`src/rtl/lsint_gen.sv`:
```
module lsint_gen #(
  parameter int DW    = 20,
  parameter int PW    = 4,
  parameter int VW    = 3,
  parameter int VBASE = 8
) (
  input  logic          clk,
  input  logic          rst_n,
  input  logic          result_valid,
  input  logic [DW-1:0] ir_res,
  input  logic [DW-1:0] grn_res,
  input  logic [DW-1:0] red_res,
  input  logic [DW-1:0] blu_res,
  input  logic          int_en,
  input  logic          var_mode,
  input  logic [1:0]    src_sel,
  input  logic [PW-1:0] persist,
  input  logic [DW-1:0] thr_hi,
  input  logic [DW-1:0] thr_lo,
  input  logic [VW-1:0] var_code,
  input  logic          status_rd,
  output logic          int_flag,
  output logic          int_pull
);

  logic [DW-1:0] sel, prev_q, diff, var_thr;
  logic [PW-1:0] cnt_q;
  logic          prev_ok, mode_q, mode_chg, win_evt, var_evt, evt, hit;

  always_comb begin
    case (src_sel)
      2'b00:   sel = ir_res;
      2'b01:   sel = grn_res;
      2'b10:   sel = red_res;
      default: sel = blu_res;
    endcase
  end

  assign diff     = (sel >= prev_q) ? sel - prev_q : prev_q - sel;
  assign var_thr  = DW'(VBASE) << var_code;
  assign mode_chg = var_mode != mode_q;
  assign win_evt  = (sel > thr_hi) || (sel < thr_lo);
  assign var_evt  = prev_ok && !mode_chg && (diff > var_thr);
  assign evt      = var_mode ? var_evt : win_evt;
  assign hit      = result_valid && int_en && evt && (cnt_q >= persist);
  assign int_pull = int_flag;

  always_ff @(posedge clk or negedge rst_n) begin
    if (!rst_n) begin
      prev_q   <= '0;
      prev_ok  <= 1'b0;
      mode_q   <= 1'b0;
      cnt_q    <= '0;
      int_flag <= 1'b0;
    end else begin
      mode_q <= var_mode;
      if (result_valid) begin
        prev_q  <= sel;
        prev_ok <= 1'b1;
      end else if (mode_chg) begin
        prev_ok <= 1'b0;
      end
      if (!int_en)
        cnt_q <= '0;
      else if (result_valid)
        cnt_q <= !evt ? '0 : (cnt_q >= persist) ? cnt_q : cnt_q + 1'b1;
      if (hit)
        int_flag <= 1'b1;
      else if (status_rd)
        int_flag <= 1'b0;
    end
  end

endmodule


```
`config.mk`:
```
export PLATFORM = sky130hd
export DESIGN_NAME = lsint_gen
export DESIGN_NICKNAME = d
export VERILOG_FILES = /design/src/rtl/lsint_gen.sv
export SDC_FILE = /design/constraint.sdc
export NUM_CORES = 1
export LEC_CHECK = 0
export ABC_AREA = 0
export BUFFER_PORTS_ARGS = -buffer_cell sky130_fd_sc_hd__buf_2
export CAP_MARGIN = 20
export CORE_MARGIN = 2
export CORE_UTILIZATION = 53
export DETAILED_ROUTE_END_ITERATION = 7
export PLACE_DENSITY = 0.77
export SKIP_LAST_GASP = 1
export SLEW_MARGIN = 20
export SYNTH_ARGS = -nofsm -noshare
export SYNTH_HDL_FRONTEND = slang
export SYNTH_SLANG_ARGS = --single-unit
```
`constraint.sdc`:
```
create_clock -name clk -period 7 [get_ports clk]
set_input_delay 0.7 -clock clk [delete_from_list [all_inputs] [get_ports clk]]
set_output_delay 0.7 -clock clk [all_outputs]
set_load 0.005 [all_outputs]
```
==> results of run 1 <==
[flip-flops by register name, summed over array words and instances (netlist names)]
signal	flops
int_flag	1
cnt_q	4
mode_q	1
prev_ok	1
prev_q	20
[cell usage after synthesis (7+ instances only)]
library cell and number:
inv_1 93, a31oi_1 7, o21ai_0 46, nor3_1 12
clkbuf_1 17, a211oi_1 8, and2_1 7, nand2_1 61
nand3_1 15, a21oi_1 50, nor2b_1 9, ha_1 91
buf_2 8, a21o_1 20, mux2i_1 7, nor2_1 28
nand4_1 9, mux4_2 20, xnor2_1 9, dfrtp_1 27
xor2_1 14
[layer usage]
metal	up-vias	wire, µm
li1	2549	-
met1	2400	6521
met2	162	6530
met3	22	672
met4	0	271
met5	-	0
[critical path: cells and delay by family]
family | cells | cell delay (ps)
multiplexers | 1 | 670
buffers and inverters | 1 | 390
XOR/XNOR | 1 | 90
adder cells (fa/ha/maj) | 2 | 800
AND/OR/NAND/NOR | 5 | 1210
AO/OA/AOI/OAI | 12 | 2450
[cells by family (layout without fill, tap and decap cells)]
group                      after synthesis  after routing  synth area share [%]
AOI/OAI and AO/OA                      184            184                 23.81
xor gates and xnor gates                23             23                 3.896
adders and majority gates               93             93                 22.79
buffers and inverters                  122            236                 9.339
DFF                                     27             27                 13.07
muxes                                   28             28                 10.28
and+or+nand+nor                        172            172                 16.82
[layout make-up]
class / count / area, µm²
Multi-Input combinational cell: 500 / 4013
Fill cell: 907 / 3684
Timing Repair Buffer: 139 / 703.2
Clock inverter: 1 / 7.507
Clock buffer: 3 / 41.29
Inverter: 93 / 349.1
Tap cell: 133 / 166.4
Sequential cell: 27 / 675.6
[metrics by stage]
stage | power [W] | setup WS, ps
final | 0.001039 | 846.6
after global routing | 0.001151 | 533.5
after CTS | 0.001036 | 874.0
after detailed placement | 0.0009377 | 561.1
after global placement | 0.0009229 | 644.6
after floorplan | 0.0007526 | 704.3
[report_power, final]
| group | internal, W | switching, W |
|---|---|---|
| Combinational | 0.000325 | 0.000431 |
| Sequential | 0.000174 | 0.0000128 |
| Clock | 0.0000406 | 0.0000551 |
| Total | 0.000540 | 0.000499 |
[worst max-delay path by stage]
stage,from,end,cells past startpoint
after detailed placement,src_sel[0],cnt_q[3]$_DFFE_PN0P_,22
final,src_sel[0],cnt_q[2]$_DFFE_PN0P_,22
after floorplan,src_sel[0],cnt_q[0]$_DFFE_PN0P_,24
after global routing,src_sel[0],cnt_q[3]$_DFFE_PN0P_,22
after global placement,src_sel[0],cnt_q[0]$_DFFE_PN0P_,22
after CTS,src_sel[0],cnt_q[3]$_DFFE_PN0P_,22
==> key figures, run 1 <==
STA
  – Final setup vio count: 0
  – Fin. Hold Viols: 0
  – F_max: between 150 and 200 MHz
  – Worst-Margin Slew: slightly above 700 ps
  – Setup TNS: 0 ps
  – Final period util: between 80% and 90%
  – Relative slew slack: between 50% and 60%
  – Slew Limit Fails: 0
  – Period minus WS final: a little over 6000 ps
  – RSZ-0062 raised after global routing: false
  – Clock Skew: 1.189 ps
  – Final hold slack: around 430 ps

Clock network
  – Clk Latency, worst-skew pair: about 280 ps
  – H-tree Lvls: 1
  – CTS tree: built
  – Post-CTS setup repair buffer count: 0
  – CTS buffer count: 3
  – CTS Hold Bufs: 0
  – Clk slew on worst S/H paths: 100 ps
  – Post-CTS Resized: 0
  – Clock Path Buffers: 2
  – TritonCTS Sinks: 27
  – CTS Root Cell: clkbuf_8

Worst setup path
  – Worst path max stage delay: around 670 ps
  – Worst r2r src: prev_q[17]$_DFFE_PN0P_
  – Critical path fanouts, max: 15
  – CP max stage cell: mux4_2
  – CP Class: input port to flop
  – R2R Path End: cnt_q[2]$_DFFE_PN0P_
  – Worst EP arrival: ~6300 ps
  – CP startpoint kind: input port
  – FF-to-FF path depth: 21
  – Crit end category: flop
  – Crit-path cells: buf_2, mux4_2, ha_1, a21o_1, a211oi_1, o2bb2ai_1, a31oi_2, nor3_1, a21oi_1, a221o_1, a31oi_1, xnor2_1, ha_1, nand3_1, o21bai_1, a31oi_1, or4b_2, a221o_1, nand2_1, o21a_1, or2_4, a21oi_1
  – R2r setup slk: 1920 ps
  – Worst Path Required: roughly 7200 ps

Power
  – Peak VDD IR: 0.09287 mV
  – Pwr dens: approximately 170 nW/µm²
  – Leakage power: between 3 and 4 nW

Layout
  – Most frequent cells in the layout: 136 x buf_2, 93 x inv_1, 91 x ha_1
  – Final instance area: between 5000 and 6000 µm²
  – ANT cells: 0
  – # nets final: 992
  – Most common cell after layout, fill and taps aside: buf_2
  – P&R area growth vs syn: 15.17%
  – Post-layout util: 61.79%
  – Share of post-route cells with drive strength above 1: between 20% and 30%
  – Final Non-Filler Cells: 896

Global route
  – Met1 Usage GRT: between 30 and 40%
  – Initial antenna violation count: 0
  – Grt peak-use layer: met2
  – Largest net degree at the start of global routing: 44
  – Met2 Resource Use GR: a little under half
  – Vias in the first global route: between 4000 and 5000
  – Global Route met3 Usage: 2.780%
  – Grt total ovfl: 0
  – First-pass GRT wire length: approximately 24000 µm
  – Total track usage: between 20 and 30%

Die
  – Core Area: roughly 9600 µm²
  – Die Y: ~100 µm
  – Io pins: roughly 140
  – DIE AREA: ~11000 µm²
  – Standard-cell rows: 36
  – Initial core utilization: between 50% and 60%
  – Die width: around 100 µm

Yosys
  – EDFF count, synth: 0
  – Seq/Total Area, Yosys: a little over an eighth
  – Distinct cells, synth: just under 70
  – Syn Nets: 877
  – Commonest register cell after synthesis: dfrtp_1
  – Cells after Synth: about 650
  – Cell taking the most area after synthesis: ha_1
  – Synth Area per Inst: ~8 µm²
  – Synth Warn #: 0
  – Ranking of synthesized cells by area: ha_1 22%, dfrtp_1 13%, mux4_2 8.7%
  – Post-synth top area share: ~22%
  – FF+latch count, synth: 27
  – Syn Std Cell Area: 5171 µm²
  – Async SR Flop Fraction: 100.0%

Min path
  – Worst hold path type: input port to asynchronous set/reset pin

Place
  – Buffers added on ports: 136
  – Post-detail-place hpwl: approximately 12000 µm
  – DP Cell Count: between 800 and 900
  – DP Area: 5907 µm²
  – Gpl congestion: ~0.96

Routing
  – Drt pass-1 iters: 5
  – # DRC: 0
  – Final WL: ~14000 µm
  – Via-per-instance ratio: 5.729
  – WL per Instance: ~16 µm
  – Initial DRC count: between 200 and 250
  – Post-DRT Antenna Nets: 0
  – Vias: 5133

Run status
  – Outcome: finished, final reports clean

Run
  – Max-cap violations: 0
Note: power is estimated with default switching activity, not from simulation.
==> inputs of run 2 (changes only) <==
Settings changed: CORE_UTILIZATION 53 to 50, PLACE_DENSITY 0.77 to 0.73, TNS_END_PERCENT set to 1.
==> key figures, run 2 (synthesis results as in run 1) <==
Worst setup path
  – Worst EP arrival: 6380 ps (+50 ps)
  – Crit. Startpoint: src_sel[0]
  – CP Class: input port to flop
  – Worst path max stage delay: 660 ps (about the same)
  – CP most frequent cell: a31oi_1
  – Top delay family on crit path: compound AO/OA/AOI/OAI gates
  – Crit path buf inv count: 4 (+3)
  – CP max stage cell: or4b_2
  – Crit end category: flop
  – Worst Path Required: 7180 ps (about the same)
  – CP startpoint kind: input port
  – Critical path fanouts, max: 14 (-1)
  – Worst r2r src: prev_q[9]$_DFFE_PN0P_

STA
  – Period minus WS final: 6198 ps (+44.65 ps)
  – Final period util: 88.54% (+0.64 points)
  – Fin. Hold Viols: 0 (unchanged)
  – Clock Skew: 5.222 ps (+4.033 ps)
  – Relative slew slack: 35.56% (-15 points)
  – RSZ-0062 raised after global routing: false
  – Slew Limit Fails: 0 (unchanged)
  – Setup TNS: 0 ps (unchanged)
  – Worst setup slack after layout: 801.9 ps (-44.65 ps)
  – Final setup vio count: 0 (unchanged)
  – Worst-Margin Slew: 942.2 ps (+221.1 ps)
  – F_max: 161.3 MHz (-0.72%)

Routing
  – Via-per-instance ratio: 5.761 (+0.56%)
  – Post-DRT Antenna Nets: 0 (unchanged)
  – WL per Instance: 16.04 µm (+2.7%)
  – Met3 routed WL: 722 µm (+7.4%)
  – Uppermost layer routed: met4
  – Final WL: 14440 µm (+3.1%)
  – Vias: 5185 (+1.0%)
  – Wire length on met1: 6372 µm (-2.3%)
  – Initial DRC count: 269 (+18%)
  – WL met2: 6907 µm (+5.8%)
  – Drt pass-1 iters: 5 (unchanged)
  – # DRC: 0 (unchanged)

Global route
  – Grt total ovfl: 0 (unchanged)
  – Initial antenna violation count: 0 (unchanged)
  – Vias in the first global route: 5302 (+6.4%)
  – Largest net degree at the start of global routing: 44 (unchanged)
  – First-pass GRT wire length: 24380 µm (+3.3%)
  – Total track usage: 26.74% (-1.2 points)

Layout
  – Most flops, register: prev_q
  – ANT cells: 0 (unchanged)
  – Largest regs: prev_q x20, cnt_q x4
  – Max reg flops: 20 (unchanged)
  – Most frequent cells in the layout: 136 x buf_2, 93 x inv_1, 91 x ha_1
  – # nets final: 993 (+0.10%)
  – Most common cell after layout, fill and taps aside: buf_2
  – P&R area growth vs syn: 15.34%
  – Share of post-route cells with drive strength above 1: 23.82% (+0.10 points)
  – Final Non-Filler Cells: 900 (+0.45%)
  – Final instance area: 5964 µm² (+0.15%)

Die
  – Die Y: 105.7 µm (+2.8%)
  – Initial core utilization: 50.77% (-2.9 points)
  – Die width: 105.7 µm (+2.8%)
  – Standard-cell rows: 37 (+2.8%)
  – Core Area: 10180 µm² (+5.7%)
  – DIE AREA: 11170 µm² (+5.8%)
  – Io pins: 137 (unchanged)

Place
  – DP Cell Count: 896 (+0.45%)
  – Buffers added on ports: 136 (unchanged)
  – DP Area: 5918 µm² (+0.19%)
  – Post-detail-place hpwl: 12360 µm (+2.6%)
  – Gpl congestion: 0.9338 (-2.5%)
  – Dpl ws: 516.1 ps (-44.99 ps)

Clock network
  – Clk slew on worst S/H paths: 100 ps (about the same)
  – Clk Latency, worst-skew pair: 290 ps (about the same)
  – H-tree Lvls: 1 (unchanged)
  – CTS buffer count: 3 (unchanged)
  – Clock Path Buffers: 2 (unchanged)
  – TritonCTS Sinks: 27 (unchanged)
  – Post-CTS setup repair buffer count: 0 (unchanged)
  – Post-CTS Resized: 0 (unchanged)
  – CTS Root Cell: clkbuf_8
  – CTS Hold Bufs: 0 (unchanged)
  – CTS tree: built

Run
  – Max-cap violations: 0 (unchanged)

Run status
  – Outcome: finished, final reports clean

Power
  – Peak VDD IR: 0.07980 mV (-14%)
  – Leakage power: 3.109 nW (+0.28%)
  – Pwr dens: 175.2 nW/µm² (+0.39%)

Min path
  – Worst hold path type: input port to asynchronous set/reset pin
run 2: report_power, final:
part	switching (W)	internal, W
Combinational	0.000437	0.000327
Sequential	0.0000129	0.000174
Clock	0.0000534	0.0000401
run 2: worst paths after layout:
| path | to | slack, ps | depth (start not counted) |
|---|---|---|---|
| worst max-delay path | cnt_q[2]$_DFFE_PN0P_ | 800 | 26 |
| worst min-delay path | prev_q[0]$_DFFE_PN0P_ | 430 | 1 |
| worst max register to register | cnt_q[2]$_DFFE_PN0P_ | 1890 | 22 |
| worst min register to register | prev_ok$_DFFE_PN0P_ | 500 | 1 |
| max in group asynchronous | prev_q[18]$_DFFE_PN0P_ | 6140 | 1 |
| min in group clk | prev_ok$_DFFE_PN0P_ | 500 | 1 |
run 2: per-layer routing:
layer	up-vias	track usage [%]
li1	2555	-
met1	2430	34.60
met2	171	46.41
met3	29	2.474
met4	0	9.586
met5	-	0
run 2: final cells by class:
type	instances	area, µm²
multi-input cells	500	4013
clock buffers	3	41.29
repair buffers	140	710.7
flip-flops and latches	27	675.6
fillers	963	4220
clock inverters	1	5.005
inverters	93	349.1
well taps	136	170.2
run 2: stage by stage:
stage          hold WS (ps)  power [W]  util [%]
3_3_place_gp          459.6  0.0009283     58.11
2_1_floorplan         404.4  0.0007526         -
4_1_cts               460.8   0.001043     58.56
3_5_place_dp          475.8  0.0009446     58.11
6_report              434.0   0.001045     58.56
5_1_grt               486.5   0.001152     58.56
